==> src/rtl/hws_pkg.sv <==
package hws_pkg;
  typedef enum logic [1:0] {
    ST_RUN    = 2'd0,
    ST_HALT   = 2'd1,
    ST_SETTLE = 2'd2,
    ST_GAP    = 2'd3
  } hws_state_t;
endpackage

==> src/rtl/hws_wake_detect.sv <==
module hws_wake_detect #(
  parameter int PORT_W = 8,
  parameter int IRQ_N  = 4
) (
  input  logic              clk,
  input  logic              rst,
  input  logic              capture,
  input  logic [PORT_W-1:0] port_in,
  input  logic [PORT_W-1:0] port_wake_en,
  input  logic [IRQ_N-1:0]  irq_req,
  input  logic [IRQ_N-1:0]  irq_en,
  input  logic              stack_full,
  output logic              port_hit,
  output logic              irq_hit,
  output logic              irq_serviceable
);
  logic [PORT_W-1:0] port_snap_q;
  logic [IRQ_N-1:0]  irq_pend_q;
  logic [PORT_W-1:0] pin_hit;
  logic [IRQ_N-1:0]  fresh_irq;

  // a request line counts only if it was clear at halt entry
  function automatic logic [IRQ_N-1:0] fresh_lines(input logic [IRQ_N-1:0] req,
                                                   input logic [IRQ_N-1:0] pend);
    return req & ~pend;
  endfunction

  function automatic logic pin_changed(input logic now_v, input logic snap_v,
                                       input logic en_v);
    return en_v & (now_v ^ snap_v);
  endfunction

  always_ff @(posedge clk) begin
    if (rst) begin
      port_snap_q <= '0;
      irq_pend_q  <= '0;
    end else if (capture) begin
      port_snap_q <= port_in;
      irq_pend_q  <= irq_req;
    end
  end

  for (genvar i = 0; i < PORT_W; i++) begin : g_pin
    assign pin_hit[i] = pin_changed(port_in[i], port_snap_q[i], port_wake_en[i]);
  end

  assign fresh_irq       = fresh_lines(irq_req, irq_pend_q);
  assign port_hit        = |pin_hit;
  assign irq_hit         = |fresh_irq;
  assign irq_serviceable = (|(fresh_irq & irq_en)) & ~stack_full;
endmodule

==> src/rtl/hws_settle_timer.sv <==
module hws_settle_timer #(
  parameter int SETTLE_CYC = 1024
) (
  input  logic clk,
  input  logic rst,
  input  logic start,
  output logic busy,
  output logic done
);
  localparam int CW = (SETTLE_CYC > 1) ? $clog2(SETTLE_CYC) : 1;
  localparam logic [CW-1:0] LAST = CW'(SETTLE_CYC - 1);

  logic [CW-1:0] cnt_q;
  logic          busy_q;

  always_ff @(posedge clk) begin
    if (rst) begin
      cnt_q  <= '0;
      busy_q <= 1'b0;
    end else if (start && !busy_q) begin
      cnt_q  <= '0;
      busy_q <= 1'b1;
    end else if (busy_q) begin
      if (cnt_q == LAST) begin
        busy_q <= 1'b0;
        cnt_q  <= '0;
      end else begin
        cnt_q <= cnt_q + 1'b1;
      end
    end
  end

  assign busy = busy_q;
  assign done = busy_q && (cnt_q == LAST);
endmodule

==> src/rtl/hws_ctrl.sv <==
module hws_ctrl
  import hws_pkg::*;
(
  input  logic clk,
  input  logic rst,
  input  logic halt_req,
  input  logic wake_ev,
  input  logic take_irq_now,
  input  logic settle_done,
  output logic capture,
  output logic settle_start,
  output logic in_halt,
  output logic in_gap,
  output logic halted,
  output logic resume_next,
  output logic irq_take
);
  hws_state_t state_q;
  logic       take_q;

  assign capture      = (state_q == ST_RUN) && halt_req;
  assign settle_start = (state_q == ST_HALT) && wake_ev;
  assign in_halt      = (state_q == ST_HALT);
  assign in_gap       = (state_q == ST_GAP);
  assign halted       = (state_q != ST_RUN);

  always_ff @(posedge clk) begin
    if (rst) begin
      state_q     <= ST_RUN;
      take_q      <= 1'b0;
      resume_next <= 1'b0;
      irq_take    <= 1'b0;
    end else begin
      resume_next <= 1'b0;
      irq_take    <= 1'b0;
      unique case (state_q)
        ST_RUN: if (halt_req) state_q <= ST_HALT;
        ST_HALT: if (wake_ev) begin
          take_q  <= take_irq_now;
          state_q <= ST_SETTLE;
        end
        ST_SETTLE: if (settle_done) begin
          if (take_q) begin
            state_q <= ST_GAP;
          end else begin
            state_q     <= ST_RUN;
            resume_next <= 1'b1;
          end
        end
        ST_GAP: begin
          state_q  <= ST_RUN;
          irq_take <= 1'b1;
        end
        default: state_q <= ST_RUN;
      endcase
    end
  end
endmodule

==> src/rtl/halt_wake_seq.sv <==
module halt_wake_seq #(
  parameter int PORT_W     = 8,
  parameter int IRQ_N      = 4,
  parameter int SETTLE_CYC = 1024
) (
  input  logic              clk,
  input  logic              rst,
  input  logic              halt_req,
  input  logic [PORT_W-1:0] port_in,
  input  logic [PORT_W-1:0] port_wake_en,
  input  logic [IRQ_N-1:0]  irq_req,
  input  logic [IRQ_N-1:0]  irq_en,
  input  logic              stack_full,
  output logic              halted,
  output logic              resume_next,
  output logic              irq_take
);
  logic capture, settle_start, settle_busy, settle_done;
  logic port_hit, irq_hit, irq_serviceable, wake_ev;
  logic in_halt, in_gap;

  hws_wake_detect #(.PORT_W(PORT_W), .IRQ_N(IRQ_N)) u_detect (
    .clk(clk), .rst(rst), .capture(capture),
    .port_in(port_in), .port_wake_en(port_wake_en),
    .irq_req(irq_req), .irq_en(irq_en), .stack_full(stack_full),
    .port_hit(port_hit), .irq_hit(irq_hit), .irq_serviceable(irq_serviceable)
  );

  assign wake_ev = port_hit | irq_hit;

  hws_settle_timer #(.SETTLE_CYC(SETTLE_CYC)) u_timer (
    .clk(clk), .rst(rst), .start(settle_start),
    .busy(settle_busy), .done(settle_done)
  );

  hws_ctrl u_ctrl (
    .clk(clk), .rst(rst), .halt_req(halt_req),
    .wake_ev(wake_ev), .take_irq_now(irq_serviceable),
    .settle_done(settle_done),
    .capture(capture), .settle_start(settle_start),
    .in_halt(in_halt), .in_gap(in_gap), .halted(halted),
    .resume_next(resume_next), .irq_take(irq_take)
  );
endmodule

==> config.mk <==
export PLATFORM = sky130hd
export DESIGN_NAME = halt_wake_seq
export DESIGN_NICKNAME = d
export VERILOG_FILES = /design/src/rtl/hws_pkg.sv /design/src/rtl/hws_wake_detect.sv /design/src/rtl/hws_settle_timer.sv /design/src/rtl/hws_ctrl.sv /design/src/rtl/halt_wake_seq.sv
export SDC_FILE = /design/constraint.sdc
export NUM_CORES = 1
export LEC_CHECK = 0
export BUFFER_PORTS_ARGS = -buffer_cell sky130_fd_sc_hd__buf_2
export CORE_AREA = 2 2 59 61
export CTS_CLUSTER_SIZE = 10
export DETAILED_ROUTE_END_ITERATION = 8
export DIE_AREA = 0 0 61 63
export PLACE_DENSITY_LB_ADDON = 0.1
export SYNTH_ARGS = -nofsm -noshare
export SYNTH_HDL_FRONTEND = slang
export SYNTH_HIERARCHICAL = 1
export SYNTH_SLANG_ARGS = --single-unit
==> constraint.sdc <==
create_clock -name clk -period 1.9 [get_ports clk]
set_input_delay 0.095 -clock clk [delete_from_list [all_inputs] [get_ports clk]]
set_output_delay 0.095 -clock clk [all_outputs]
set_load 0.01 [all_outputs]
* Yosys cells after proc, flatten, opt, wreduce, memory -nomap -nowiden
Cells that the tools add are included.
Word-level totals: output and inout port bits 3, register bits 28, input bits 28
Cells by class: bitwise gates (word level) 24, add/subtract/negate cells 1, reduce and logical (&&, ||, !) cells 14, equality and inequality tests 7, muxes and demuxes 11
Operator list (count):
- adder 10 x 1 -> 10 bit, second input constant | 1
- equality test 10 bit, second input constant | 1
- two-way mux 10 bit | 1
- bitwise AND 1 bit | 9
- bitwise AND 4 bit | 2
- two-way mux 2 bit | 4
- one-hot mux 2 bit (4 select lines) | 1
- OR reduction 4 bit | 2
- OR reduction 8 bit | 1
- bitwise XOR 1 bit | 8
- two-way mux 1 bit | 5
- equality test 2 bit, second input constant | 2
- logical AND 1 bit | 4
- inequality test 2 bit, second input constant | 2
- NOT 4 bit | 1
- NOT 1 bit | 3
- AND reduction 3 bit | 1
- OR reduction 3 bit | 1
- equality test 2 x 1 -> 1 bit, second input constant | 1
- zero test 2 bit | 1
- inequality test 2 x 1 -> 1 bit, second input constant | 1
- AND reduction 2 bit | 1
- nonzero test 2 bit | 1
- OR reduction 2 bit | 1
- 2 further kinds | 2

* Depth between registers and ports, before layout
Gate-level depths: netlist of the first run.
depth in word-level cells 7, depth in mapped cells 9, gate-level depth less buffers 9

* Hierarchy
Netlist of the first run, hierarchy kept.
By module, submodules not included:
- hws_wake_detect | area an instance 596.8 um2, times used 1, sequential area each 240.2 um2, cells each 62
- hws_settle_timer | area an instance 543.0 um2, times used 1, sequential area each 220.2 um2, cells each 62
- hws_ctrl | area an instance 221.5 um2, times used 1, sequential area each 100.1 um2, cells each 24
- halt_wake_seq | area an instance 6.3 um2, times used 1, sequential area each 0.0 um2, cells each 1

* Worst setup path before layout of the first run
Ideal clock, no wire load.
path type register -> register, from reg u_detect.port_snap_q[2], to reg u_timer.cnt_q[3], buffers on the path 0, library setup time 64 ps, slack 223 ps, arrival time 1614 ps, cell stages (with the launch flop) 10, period minus slack after synthesis 1677 ps, cells stage by stage dfxtp_1 -> xor2_1 -> a22oi_1 -> nand4_1 -> or2_1 -> nand3b_1 -> inv_1 -> a21o_1 -> o21bai_4 -> nor2_1
On the way: cells in the longest elaborated chain, start to end 7
Ends and longest elaborated chain:
- from (decl) | line hws_wake_detect.sv:17 | logic [PORT_W-1:0] port_snap_q;
- from (signal assigned) | line hws_wake_detect.sv:38 | port_snap_q <= port_in;
- bitwise XOR 1 bit | line hws_wake_detect.sv:30 | return en_v & (now_v ^ snap_v);
- bitwise AND 1 bit | line hws_wake_detect.sv:30
- OR reduction 8 bit | line hws_wake_detect.sv:48 | assign port_hit = |pin_hit;
- via port_hit | line halt_wake_seq.sv:19 | logic port_hit, irq_hit, irq_serviceable, wake_ev;
- bitwise OR 1 bit | line halt_wake_seq.sv:29 | assign wake_ev = port_hit | irq_hit;
- via wake_ev | line halt_wake_seq.sv:19
- logical AND 1 bit | line hws_ctrl.sv:22 | assign settle_start = (state_q == ST_HALT) && wake_ev;
- via settle_start | line halt_wake_seq.sv:18 | logic capture, settle_start, settle_busy, settle_done;
- logical AND 1 bit | line hws_settle_timer.sv:20 | end else if (start && !busy_q) begin
- OR reduction 2 bit (no line)
- to (signal assigned) | line hws_settle_timer.sv:28 | cnt_q <= cnt_q + 1'b1;
- to (decl) | line hws_settle_timer.sv:13 | logic [CW-1:0] cnt_q;
The timed path passes the listed nets, and every way through them passes these cells. A chain may end at the register's enable or synchronous reset.

* Worst setup path in the final report of the first run
from reg u_detect.port_snap_q[0], to reg u_timer.cnt_q[3]
The elaborated chain is that of the path after synthesis.

==> flow_metrics.py, run 1 <==
metrics = {
    "run_status": {
        "status": "finished, final reports clean",
    },
    "pwr": {
        "seqPwrFrac": 0.581,
        "p_sw_mw": 0.273,
        "power.density_nw_per_um2": 681,
        "combPwrFrac": 0.154,
        "peakVddDrop_uv": 310,
        "swShare": 0.250,
        "intPower_mw": 0.819,
        "clockPowerShare": 0.265,
        "leakage_nw": 0.693,
    },
    "sta": {
        "setup_viol": 0,
        "slew_headroom": 0.755,
        "rsz0062_at_grt": "no",
        "fin_tns_setup_ns": 0,
        "hold_ws_ns": 0.0216,
        "finClkSkew_ns": 0.00551,
        "maxClockFrequency_mhz": 554,
        "slew_viol_final": 0,
        "min_period_ns": 1.80,
        "worst_pin_slew_ns": 0.367,
        "finalHoldViolCount": 0,
        "finalCritPeriodShare": 0.949,
    },
    "floorplanning": {
        "row_count": 21,
        "initial_utilization": 0.420,
        "die-width_um": 61,
        "ioPinCount": 31,
        "die_h_um": 63,
        "dieArea_um2": 3840,
        "core-area_um2": 3230,
    },
    "drt": {
        "wl_per_cell_um": 11.6,
        "vias": 1109,
        "drtAntennaViolNets": 0,
        "vias_per_cell": 4.86,
        "routed_wl_mm": 2.64,
        "first_iter_violations": 53,
        "dr.pass1.iters": 4,
        "drc": 0,
    },
    "cells_and_area": {
        "layout-drive-gt1-share": 0.231,
        "seq_area_um2": 561,
        "fill_cells": 336,
        "layoutNonFillerInstCount": 228,
        "nets": 212,
        "final_common_cell": "buf_2",
        "antenna_cells": 0,
        "final_core_util": 0.496,
        "multi_input_area_um2": 753,
        "layout_common_cells": "30 x buf_2, 28 x dfxtp_1, 26 x nor2_1, 13 x mux2i_1, 12 x xor2_1",
        "syn2layout_area_growth_pct": 18.0,
    },
    "synthesis": {
        "synth_nets": 177,
        "syn-mean-instance-area_um2": 9.18,
        "syn_area_um2": 1360,
        "synthCells": 148,
        "yosysWarnings": 6,
    },
    "grt": {
        "grt_pass1_vias": 1044,
        "grt_overflow": 0,
        "grt_pass1_wl_mm": 4.42,
        "antenna_found_initial": 0,
        "track_usage": 0.149,
        "grt_max_degree": 20,
    },
    "placed_design": {
        "hpwlAfterDp_mm": 2.05,
        "place_congestion": 0.769,
        "placed_cells": 224,
        "io_buffers": 30,
    },
    "worst_setup_path": {
        "rrSetupSlack_ns": 0.1,
        "end_kind": "flop",
        "cp_slowest_cell": "dfxtp_1",
        "required_ns": 2.17,
        "critPathKind": "reg -> reg",
        "cp_max_fo": 3,
        "critPathLaunchType": "flop",
        "path_cells": "xor2_1 -> a22oi_1 -> nand4_1 -> or2_1 -> nand3b_1 -> inv_1 -> a21o_1 -> o21bai_4 -> nor2_1",
        "cp_slowest_stage_delay_ns": 0.35,
        "cp_num_buf_inv": 1,
        "crit_family": "compound AO/OA/AOI/OAI gates",
        "cp_data_arrival_time_ns": 2.07,
    },
    "cts": {
        "cts_tree": "yes",
        "post_cts_resized": 0,
        "clock_sinks": 28,
        "clk_pin_slew_ns": 0.15,
        "cts.path.max_buffers": 2,
        "cts_hold_buf": 0,
        "numCtsBuffers": 3,
        "cts_root_buf": "clkbuf_4",
        "clock_latency_ns": 0.32,
        "h-tree-depth": 1,
        "post_cts_buffers": 0,
    },
    "min_path": {
        "hp-class": "in -> reg",
    },
    "flow_run": {
        "cap_violations": 0,
    },
}
final timing paths:
check,from,endpoint,depth (start not counted)
max,u_detect/port_snap_q[0],u_timer/cnt_q[3],9
min reg2reg,u_ctrl/take_q,u_ctrl/state_q[0],2
min,port_in[2],u_detect/port_snap_q[2],3
max reg2reg,u_detect/port_snap_q[0],u_timer/cnt_q[3],9
through the flow:
stage	power (mW)	setup WS [ns]	cell area (µm²)
6_report	1.09	0.0961	1600
5_1_grt	1.16	0.00779	1600
4_1_cts	1.11	0.0728	1600
3_5_place_dp	0.817	0.0999	1570
3_3_place_gp	0.812	0.140	1570
2_1_floorplan	0.755	0.223	1360
state kept, by name, summed over array words and instances (netlist names):
register and cells:
u_ctrl/state_q 2, u_detect/port_snap_q 8, u_timer/cnt_q 10, u_ctrl/resume_next 1, u_detect/irq_pend_q 4, u_timer/busy 1, u_ctrl/irq_take 1, u_ctrl/take_q 1
power groups by stage:
| stage | Combinational, mW | Sequential [mW] | Clock, mW |
|---|---|---|---|
| finish | 0.168 | 0.635 | 0.289 |
| global route | 0.188 | 0.639 | 0.335 |
| CTS | 0.170 | 0.635 | 0.308 |
| detailed placement | 0.169 | 0.648 | 0 |
| global placement | 0.166 | 0.646 | 0 |
| floorplan | 0.113 | 0.642 | 0 |
per-layer routing:
layer | vias to the layer above | wire, µm | track usage
met3 | 2 | 67 | 0.0248
met5 | - | 0 | 0
met4 | 0 | 21 | 0.0489
li1 | 580 | - | -
met2 | 14 | 1230 | 0.233
met1 | 513 | 1320 | 0.204
area by class of cell:
class / instances / share of cell area
clock buffer: 4 / 0.0226
inverter: 6 / 0.0141
multi-input combinational: 111 / 0.470
sequential: 28 / 0.350
tap: 46 / 0.0359
timing repair buffer: 33 / 0.108
worst reg2reg max path, cell delays in order, from the launching register on:
cell and delay, ns:
dfxtp_1 0.35, xor2_1 0.16, a22oi_1 0.20, nand4_1 0.10, or2_1 0.23, nand3b_1 0.15
inv_1 0.08, a21o_1 0.20, o21bai_4 0.18, nor2_1 0.11
(Power assumes the default switching activity.)
==> run 2, diff against run 1 <==
--- a/config.mk
+++ b/config.mk
@@ -11,6 +11,7 @@
 export DETAILED_ROUTE_END_ITERATION = 8
 export DIE_AREA = 0 0 61 63
 export PLACE_DENSITY_LB_ADDON = 0.1
+export REMOVE_ABC_BUFFERS = 1
 export SYNTH_ARGS = -nofsm -noshare
 export SYNTH_HDL_FRONTEND = slang
 export SYNTH_HIERARCHICAL = 1
==> run 2 against run 1 <==
Against the previous run: non-clock buffer count grew 2; critical endpoint is now u_timer/cnt_q[5]; sequential power is essentially flat; total power grew 1.1%; combinational power grew 5%; die area is the same; first-iteration DRC count shrank 55%; global-route usage grew 0.79 points; register-to-register slack is essentially flat.
==> flow_metrics.py, run 2 (synthesis gave the netlist of run 1 again) <==
metrics = {
    "run_status": {
        "status": "finished, final reports clean",
    },
    "sta": {
        "fin_tns_setup_ns": 0,
        "finalCritPeriodShare": 0.955,
        "finalHoldViolCount": 0,
        "rsz0062_at_grt": "no",
        "setup_viol": 0,
        "worst_pin_slew_ns": 0.358,
        "finClkSkew_ns": 0.00296,
        "maxClockFrequency_mhz": 551,
        "min_period_ns": 1.81,
        "slew_headroom": 0.761,
        "hold_ws_ns": 0.0142,
        "slew_viol_final": 0,
        "setup_slack_ns": 0.0855,
    },
    "worst_setup_path": {
        "path_cells": "xor2_1 -> a22oi_1 -> nand4_1 -> or2_1 -> nand3b_1 -> inv_2 -> a21o_1 -> o21bai_4 -> nor2_1",
        "reg2regPathDepth": 9,
        "required_ns": 2.18,
        "r2r_end": "u_timer/cnt_q[5]",
        "cp_data_arrival_time_ns": 2.09,
        "cp_slowest_stage_delay_ns": 0.35,
        "cp_num_buf_inv": 1,
        "end_kind": "flop",
        "crit_family": "simple AND/OR/NAND/NOR gates",
        "rrSetupSlack_ns": 0.09,
        "cp_slowest_cell": "dfxtp_2",
        "critPathLaunchType": "flop",
        "cp_max_fo": 4,
        "critPathKind": "reg -> reg",
        "r2r_start": "u_detect/port_snap_q[2]",
        "cp.depth": 9,
    },
    "cells_and_area": {
        "layout_common_cells": "30 x buf_2, 25 x dfxtp_1, 24 x nor2_1, 13 x mux2i_1, 12 x xor2_1",
        "layoutNonFillerInstCount": 230,
        "layout-drive-gt1-share": 0.272,
        "reg_top3": "u_timer/cnt_q: 10 flops, u_detect/port_snap_q: 8 flops, u_detect/irq_pend_q: 4 flops",
        "nets": 214,
        "antenna_cells": 0,
        "fill_cells": 324,
        "syn2layout_area_growth_pct": 19.7,
        "largest_reg_flops": 10,
        "regMostFlops": "u_timer/cnt_q",
        "final_common_cell": "buf_2",
        "final_core_util": 0.503,
    },
    "drt": {
        "vias_per_cell": 4.91,
        "routed_wl_mm": 2.68,
        "vias": 1129,
        "first_iter_violations": 24,
        "drc": 0,
        "dr.pass1.iters": 4,
        "wl_per_cell_um": 11.6,
        "drtAntennaViolNets": 0,
    },
    "cts": {
        "cts_tree": "yes",
        "clk_pin_slew_ns": 0.15,
        "clock_sinks": 28,
        "h-tree-depth": 1,
        "numCtsBuffers": 3,
        "clock_latency_ns": 0.32,
        "cts.path.max_buffers": 2,
        "cts_root_buf": "clkbuf_4",
    },
    "grt": {
        "track_usage": 0.157,
        "antenna_found_initial": 0,
        "grt_overflow": 0,
        "grt_pass1_vias": 1109,
        "grt_max_degree": 20,
        "grt_pass1_wl_mm": 4.64,
    },
    "placed_design": {
        "place_congestion": 0.815,
        "placed_cells": 224,
        "io_buffers": 30,
        "hpwlAfterDp_mm": 2.01,
        "pre_cts_ws_ns": 0.0633,
    },
    "floorplanning": {
        "initial_utilization": 0.420,
        "die-width_um": 61,
        "core-area_um2": 3230,
        "row_count": 21,
        "ioPinCount": 31,
        "die_h_um": 63,
        "dieArea_um2": 3840,
    },
    "pwr": {
        "power.density_nw_per_um2": 678,
        "leakage_nw": 0.700,
        "peakVddDrop_uv": 319,
    },
    "min_path": {
        "whs_path_depth": 3,
        "hp-class": "in -> reg",
        "min_from": "port_in[5]",
        "whs_endpoint": "u_detect/port_snap_q[5]",
    },
    "flow_run": {
        "cap_violations": 0,
    },
}
-- run 2: cell count changes in the layout (fill, tap and decap cells not counted), moves of 2 or more --
| cell | previous run | this run |
|---|---|---|
| buf_4 | 3 | 5 |
| nor2_2 | 0 | 2 |
| dfxtp_2 | 0 | 3 |
| dfxtp_1 | 28 | 25 |
| nor2_1 | 26 | 24 |
-- run 2: worst max path at each step --
stage / startpoint / end / slack [ns]
final: u_detect/port_snap_q[2] / u_timer/cnt_q[5] / 0.09
after global routing: u_detect/port_snap_q[6] / u_timer/cnt_q[3] / 0.005
after CTS: u_detect/port_snap_q[2] / u_timer/cnt_q[7] / 0.03
after detailed placement: u_detect/port_snap_q[2] / u_timer/cnt_q[5] / 0.06
after global placement: u_detect/port_snap_q[2] / u_timer/cnt_q[7] / 0.13
after floorplan: u_ctrl/state_q[1] / u_detect/irq_pend_q[0] / 0.12
-- run 2: power by group --
| part | internal (mW) | switching [mW] | total, mW |
|---|---|---|---|
| sequential | 0.615 | 0.0203 | 0.635 |
| clock | 0.117 | 0.175 | 0.292 |
| combinational | 0.0920 | 0.0847 | 0.177 |
-- run 2: worst min-delay path, stage by stage --
cell and delay [ns]:
buf_2 0.09, mux2i_1 0.06, nor2_1 0.07
-- run 2: metrics by stage --
stage / total power, mW / instance area, µm²
after detailed placement: 0.818 / 1570
after floorplan: 0.746 / 1340
final: 1.10 / 1630
after global routing: 1.18 / 1630
after CTS: 1.12 / 1600
after global placement: 0.811 / 1570
-- run 2: cell type report --
class,instances,area [µm²],share of cell area
inverters,6,22.5,0.0138
multi-input cells,111,758,0.466
flip-flops and latches,28,564,0.347
clock buffers,4,36.3,0.0223
well taps,46,57.6,0.0354
repair buffers,35,188,0.115
-- run 2: metal layers --
metal | vias to the layer above | share of wire | track usage
li1 | 584 | - | -
met1 | 528 | 0.47 | 0.211
met2 | 15 | 0.49 | 0.247
met3 | 2 | 0.027 | 0.0186
met4 | 0 | 0.0071 | 0.0652
met5 | - | 0 | 0
-- run 2: timing repair --
action / 4_1_cts / 5_1_grt
hold buffers: 0 / 0
resized for setup: 0 / 6
buffers inserted: 0 / 2
endpoints found under the setup margin: 0 / 8
